--- src/rtl/txsch_pkg.sv ---
package txsch_pkg;
   typedef enum logic [1:0] {
      ATT_OK  = 2'b00,
      ATT_ERR = 2'b01,
      ATT_ARB = 2'b10,
      ATT_RSV = 2'b11
   } att_status_e;
endpackage

--- src/rtl/txsch_age_tracker.sv ---
// Keeps, for each pending mailbox, the count of pending mailboxes younger than it.
// The oldest pending mailbox carries the largest stamp; stamps stay below NUM_MB.
module txsch_age_tracker #(
   parameter int NUM_MB = 3,
   localparam int IDX_W = $clog2(NUM_MB),
   localparam int AGE_W = $clog2(NUM_MB)
) (
   input  logic                   clk,
   input  logic                   rst_n,
   input  logic [NUM_MB-1:0]      pend_q,
   input  logic [NUM_MB-1:0]      accept,
   input  logic                   free_vld,
   input  logic [IDX_W-1:0]       free_idx,
   output logic [NUM_MB*AGE_W-1:0] ages
);
   logic [AGE_W-1:0] age_q [NUM_MB];
   logic [AGE_W-1:0] freed_age;
   logic [AGE_W-1:0] new_cnt;

   always_comb begin
      new_cnt = '0;
      for (int k = 0; k < NUM_MB; k++) new_cnt = new_cnt + AGE_W'(accept[k]);
      freed_age = age_q[free_idx];
   end

   for (genvar g = 0; g < NUM_MB; g++) begin : g_slot
      logic [AGE_W-1:0] younger_new;
      always_comb begin
         younger_new = '0;
         for (int k = g + 1; k < NUM_MB; k++) younger_new = younger_new + AGE_W'(accept[k]);
      end
      always_ff @(posedge clk) begin
         if (!rst_n) age_q[g] <= '0;
         else if (accept[g]) age_q[g] <= younger_new;
         else if (pend_q[g])
            age_q[g] <= age_q[g] + new_cnt
                        - AGE_W'(free_vld && (age_q[g] > freed_age));
      end
      assign ages[g*AGE_W +: AGE_W] = age_q[g];

      AST_AGE_RANGE: assert property (@(posedge clk) disable iff (!rst_n)
         pend_q[g] |-> (int'(age_q[g]) < NUM_MB)) else $error("age range");
      for (genvar h = g + 1; h < NUM_MB; h++) begin : g_pair
         AST_AGE_UNIQUE: assert property (@(posedge clk) disable iff (!rst_n)
            (pend_q[g] && pend_q[h]) |-> (age_q[g] != age_q[h])) else $error("age clash");
      end
   end
endmodule

--- src/rtl/txsch_arbiter.sv ---
// Picks one pending mailbox: smallest identifier (ties to lower index) or largest age stamp.
module txsch_arbiter #(
   parameter int NUM_MB = 3,
   parameter int ID_W   = 11,
   localparam int IDX_W = $clog2(NUM_MB),
   localparam int AGE_W = $clog2(NUM_MB)
) (
   input  logic                    clk,
   input  logic                    rst_n,
   input  logic [NUM_MB-1:0]       pend_q,
   input  logic [NUM_MB*ID_W-1:0]  ids,
   input  logic [NUM_MB*AGE_W-1:0] ages,
   input  logic                    order_mode,
   output logic                    sel_valid,
   output logic [IDX_W-1:0]        sel_idx
);
   logic [ID_W-1:0]  best_id;
   logic [AGE_W-1:0] best_age;
   logic             found;

   always_comb begin
      found    = 1'b0;
      sel_idx  = '0;
      best_id  = '0;
      best_age = '0;
      for (int k = 0; k < NUM_MB; k++) begin
         if (pend_q[k]) begin
            if (!found ||
                (order_mode  && (ages[k*AGE_W +: AGE_W] > best_age)) ||
                (!order_mode && (ids[k*ID_W +: ID_W] < best_id))) begin
               found    = 1'b1;
               sel_idx  = IDX_W'(k);
               best_id  = ids[k*ID_W +: ID_W];
               best_age = ages[k*AGE_W +: AGE_W];
            end
         end
      end
      sel_valid = found;
   end

   for (genvar g = 0; g < NUM_MB; g++) begin : g_chk
      AST_ID_LOWEST: assert property (@(posedge clk) disable iff (!rst_n)
         (sel_valid && !order_mode && pend_q[g]) |-> (ids[g*ID_W +: ID_W] >= ids[sel_idx*ID_W +: ID_W]))
         else $error("id order");
      AST_ID_TIE_LOW: assert property (@(posedge clk) disable iff (!rst_n)
         (sel_valid && !order_mode && pend_q[g] && (ids[g*ID_W +: ID_W] == ids[sel_idx*ID_W +: ID_W]))
         |-> (g >= int'(sel_idx))) else $error("id tie");
      AST_OLDEST_WINS: assert property (@(posedge clk) disable iff (!rst_n)
         (sel_valid && order_mode && pend_q[g]) |-> (ages[g*AGE_W +: AGE_W] <= ages[sel_idx*AGE_W +: AGE_W]))
         else $error("age order");
   end
endmodule

--- src/rtl/txsch_top.sv ---
module txsch_top
   import txsch_pkg::*;
#(
   parameter int NUM_MB = 3,
   parameter int ID_W   = 11,
   localparam int IDX_W = $clog2(NUM_MB),
   localparam int AGE_W = $clog2(NUM_MB)
) (
   input  logic                   clk,
   input  logic                   rst_n,
   input  logic [NUM_MB-1:0]      req_i,
   input  logic [NUM_MB*ID_W-1:0] id_i,
   input  logic                   order_mode_i,
   input  logic                   one_shot_i,
   input  logic                   attempt_done_i,
   input  logic [1:0]             attempt_status_i,
   output logic                   sel_valid_o,
   output logic [IDX_W-1:0]       sel_idx_o,
   output logic [NUM_MB-1:0]      done_o,
   output logic [NUM_MB-1:0]      fail_o
);
   initial begin
      assert (NUM_MB >= 2) else $error("NUM_MB must be at least 2");
      assert (ID_W >= 1)   else $error("ID_W must be positive");
   end

   logic [NUM_MB-1:0]       pend_q, accept;
   logic [NUM_MB*ID_W-1:0]  id_q;
   logic [NUM_MB*AGE_W-1:0] ages;
   att_status_e             status;
   logic                    compl_live, outcome_ok, release_sel;

   assign status      = att_status_e'(attempt_status_i);
   assign accept      = req_i & ~pend_q;
   assign compl_live  = attempt_done_i && sel_valid_o;
   assign outcome_ok  = (status == ATT_OK);
   assign release_sel = compl_live && (outcome_ok || one_shot_i);

   for (genvar g = 0; g < NUM_MB; g++) begin : g_mb
      logic hit;
      assign hit = (sel_idx_o == IDX_W'(g));
      always_ff @(posedge clk) begin
         if (!rst_n) begin
            pend_q[g] <= 1'b0;
            id_q[g*ID_W +: ID_W] <= '0;
            done_o[g] <= 1'b0;
            fail_o[g] <= 1'b0;
         end else begin
            if (accept[g]) begin
               pend_q[g] <= 1'b1;
               id_q[g*ID_W +: ID_W] <= id_i[g*ID_W +: ID_W];
            end else if (release_sel && hit) begin
               pend_q[g] <= 1'b0;
            end
            done_o[g] <= compl_live && hit && outcome_ok;
            fail_o[g] <= compl_live && hit && !outcome_ok && one_shot_i;
         end
      end
   end

   txsch_age_tracker #(.NUM_MB(NUM_MB)) u_age (
      .clk(clk), .rst_n(rst_n), .pend_q(pend_q), .accept(accept),
      .free_vld(release_sel), .free_idx(sel_idx_o), .ages(ages));

   txsch_arbiter #(.NUM_MB(NUM_MB), .ID_W(ID_W)) u_arb (
      .clk(clk), .rst_n(rst_n), .pend_q(pend_q), .ids(id_q), .ages(ages),
      .order_mode(order_mode_i), .sel_valid(sel_valid_o), .sel_idx(sel_idx_o));

   AST_VALID_ANY: assert property (@(posedge clk) disable iff (!rst_n)
      sel_valid_o == (pend_q != '0)) else $error("valid");
   AST_FLAGS_EXCL: assert property (@(posedge clk) disable iff (!rst_n)
      $onehot0(done_o | fail_o)) else $error("flags");
   AST_OK_DONE: assert property (@(posedge clk) disable iff (!rst_n)
      (compl_live && outcome_ok) |=> ($countones(done_o) == 1 && fail_o == '0)) else $error("done");
   AST_RETRY_HOLD: assert property (@(posedge clk) disable iff (!rst_n)
      (compl_live && !outcome_ok && !one_shot_i) |=> (pend_q[$past(sel_idx_o)] && done_o == '0 && fail_o == '0))
      else $error("retry");
   AST_ONESHOT_FAIL: assert property (@(posedge clk) disable iff (!rst_n)
      (compl_live && !outcome_ok && one_shot_i) |=> ($countones(fail_o) == 1 && done_o == '0))
      else $error("one shot");
   AST_IDLE_COMPL: assert property (@(posedge clk) disable iff (!rst_n)
      (attempt_done_i && !sel_valid_o) |=> (done_o == '0 && fail_o == '0)) else $error("idle");
endmodule

--- config.mk ---
export PLATFORM = sky130hd
export DESIGN_NAME = txsch_top
export DESIGN_NICKNAME = d
export VERILOG_FILES = /design/src/rtl/txsch_pkg.sv /design/src/rtl/txsch_age_tracker.sv /design/src/rtl/txsch_arbiter.sv /design/src/rtl/txsch_top.sv
export SDC_FILE = /design/constraint.sdc
export NUM_CORES = 1
export LEC_CHECK = 0
export ABC_CLOCK_PERIOD_IN_PS = 7300
export BUFFER_PORTS_ARGS = -buffer_cell sky130_fd_sc_hd__buf_2
export CORE_MARGIN = 5
export CORE_UTILIZATION = 50
export DETAILED_ROUTE_END_ITERATION = 7
export GPL_TIMING_DRIVEN = 0
export HOLD_SLACK_MARGIN = 0.12
export PLACE_DENSITY = 0.72
export SYNTH_ARGS = -nofsm -noshare
export SYNTH_HDL_FRONTEND = slang
export SYNTH_SLANG_ARGS = --single-unit
--- constraint.sdc ---
create_clock -name clk -period 7.3 [get_ports clk]
set_input_delay 0.73 -clock clk [delete_from_list [all_inputs] [get_ports clk]]
set_output_delay 0.73 -clock clk [all_outputs]
set_load 0.005 [all_outputs]
==> impl_metrics.toml <==
[status]
status = "finished clean"

[critical_path]
cpLargestDelayFamily = "compound AO/OA/AOI/OAI gates"
crit_buf_inv = 7
path_max_fanout = 10
worstPathRequired_ns = 7.36
path_common_cell = "ha_1"
arrival_ns = 6.76
cp_slowest_cell = "a221o_1"
end_kind = "flip-flop"
crit_type = "flip-flop to flip-flop"
r2r_setup_slack_ns = 0.60
r2r_start = "pend_q[0]"
critPathLaunchType = "flip-flop"
rr_worst_depth = 33
critPathMaxStageDelay_ns = 0.38
r2r-end = "u_age.age_q[1][1]"

[timing]
slew_headroom_pct = 56.9
tns_ns = 0
finalHoldViolCount = 0
final.period_utilization_pct = 91.7
hold_ws_ns = 0.472
max_freq_ghz = 0.149
skew_ns = 0.0134
setup_slack_ns = 0.604
final.min_clock_period_ns = 6.70
worst_slew_pin_slew_ns = 0.646
drv_slew = 0
finalSetupViolations = 0
rsz0062_at_grt = "false"

[clocking]
clock_sinks = 48
cts_tree = "yes"
cts_htree_levels = 2
cts_made_buffers = 5
clock-root-buffer = "clkbuf_8"
post_cts_buffers = 0
clockBufferDepth = 2
clkTransAtPathRegs_ns = 0.08
clock_latency_ns = 0.31

[logic_synthesis]
synth_top_area_cell = "dfxtp_1"
synth.cell_area_um2 = 3040
yosys_warnings = 0
synthCells = 369
synth_seq_area_share_pct = 33.6
ys_types = 48
synth_ff_type = "dfxtp_1"
synth_edf_count = 6
syn_avg_cell_area_um2 = 8.24
yosys.area.top_type_share_pct = 27.7
synth_commonest_cells = "nand2_1, dfxtp_1, a21boi_0, ha_1, nor2_1"
synth_area_leaders = "dfxtp_1, ha_1, nand2_1, a21boi_0, edfxtp_1"
syn_nets = 447
synthArstFlopShare_pct = 0
ys_ff_latch = 48
synth_most_common_cell = "nand2_1"

[finish]
antennaDiodeCount = 0
nNetsFinal = 504
fill_cells = 567
final_cell_area_um2 = 3500
multi_input_area_um2 = 1890
fin_cells = 502
utilization_pct = 59.1
drive_above_1_share_pct = 17.1
regArea_um2 = 1020
syn_to_final_growth_pct = 15.1

[die]
coreArea_um2 = 5920
die_h_um = 88.0
io_pins = 52
initial_core_util_pct = 51.3
rows = 28
die_area_um2 = 7740
die_x_um = 88.0

[grt]
grt_start_max_net_pins = 15
busiest_layer = "met2"
antenna_found_initial = 0
grt_pass1_vias = 2704
grt_pass1_wl_mm = 12.3
grt_use_met2_pct = 37.8
track_usage_pct = 20.4
use_met3_pct = 3.86
grt_overflow = 0
use_met1_pct = 23.7

[run]
maxCapViolations = 0

[route]
wl_per_cell_um = 14.6
drt-total-wl_mm = 7.32
vias_per_cell = 5.37
route.detailed.drc = 0
num_vias = 2697
first_pass_iters = 4
drt_iter0_drc = 102
antenna_left = 0

[placement]
io_buffers = 50
dp.cells = 494
gp_congestion = 0.868
dp_hpwl_mm = 5.95
pre_cts_ws_ns = -0.0242
place_area_um2 = 3380

[power]
p_per_area_nw_per_um2 = 200
p_leak_nw = 1.58
finalPower_mw = 0.700
ir_drop_v = 0.0000901

[hold_path]
hold_class = "flip-flop to flip-flop"
min_path_cells = 2
hold_start = "id_q[29]"
hold_end = "id_q[29]"
[layout make-up]
class	instances	area share (%)
inverters	11	1.18
flip-flops and latches	48	29.2
clock inverters	2	1.00
clock buffers	6	2.08
repair buffers	50	7.16
well taps	75	2.68
multi-input cells	291	54.1
plain buffers	19	2.65
[cell usage in the layout, fill, tap and decap left out, types with 7 or more instances in the layout]
| master | n |
|---|---|
| nand2_1 | 93 |
| buf_2 | 51 |
| dfxtp_1 | 42 |
| a21boi_0 | 34 |
| ha_1 | 34 |
| nor2_1 | 22 |
| a21oi_1 | 18 |
| clkbuf_1 | 13 |
| inv_1 | 11 |
| o21ai_0 | 7 |
[how the worst max path moves through the flow]
stage | slack, ns | to | depth (start not counted) | start
2_1_floorplan | 0.83 | u_age.age_q[1][1] | 33 | pend_q[0]
3_3_place_gp | 0.03 | u_age.age_q[1][1] | 33 | pend_q[0]
3_5_place_dp | -0.02 | u_age.age_q[1][1] | 33 | pend_q[0]
4_1_cts | 0.03 | u_age.age_q[1][1] | 32 | pend_q[0]
5_1_grt | 0.09 | u_age.age_q[1][1] | 33 | pend_q[0]
6_report | 0.60 | u_age.age_q[1][1] | 33 | pend_q[0]
[repair_timing]
item,4_1_cts,5_1_grt
resized for setup,1,9
hold buffers,0,0
endpoints found under the setup margin,1,6
[flip-flops by register name, summed over array words and instances (netlist names)]
signal / cells
id_q: 33
u_age.age_q: 6
done_o: 3
fail_o: 3
pend_q: 3
[per-layer routing]
layer  vias to the layer above  routed length [µm]
met2                        51                3790
met4                         0                  71
li1                       1393                   -
met5                         -                   0
met3                         7                 310
met1                      1246                3150
[kinds of logic (layout without fill, tap and decap cells)]
group           after synthesis  after routing  share of synthesized area [%]
fa+ha+maj                    35             35                           14.7
xor+xnor                      9              9                           2.59
flops                        48             48                           33.6
mux                           4              4                           1.36
buf+inv                      30             88                           4.20
compound gates               88             88                           20.7
simple gates                155            155                           22.9
[tightest hold or removal path, stage by stage (launching register included)]
cell and delay, ns:
dfxtp_1 0.32, nand2_1 0.05, a21boi_0 0.06
[where the power goes]
group          leakage [nW]  internal, mW  total [mW]  switching [mW]
sequential            0.412         0.286       0.302          0.0156
combinational          1.11        0.0933       0.208           0.115
clock                0.0552         0.102       0.189          0.0875
Power figures use the tool's default switching activity.
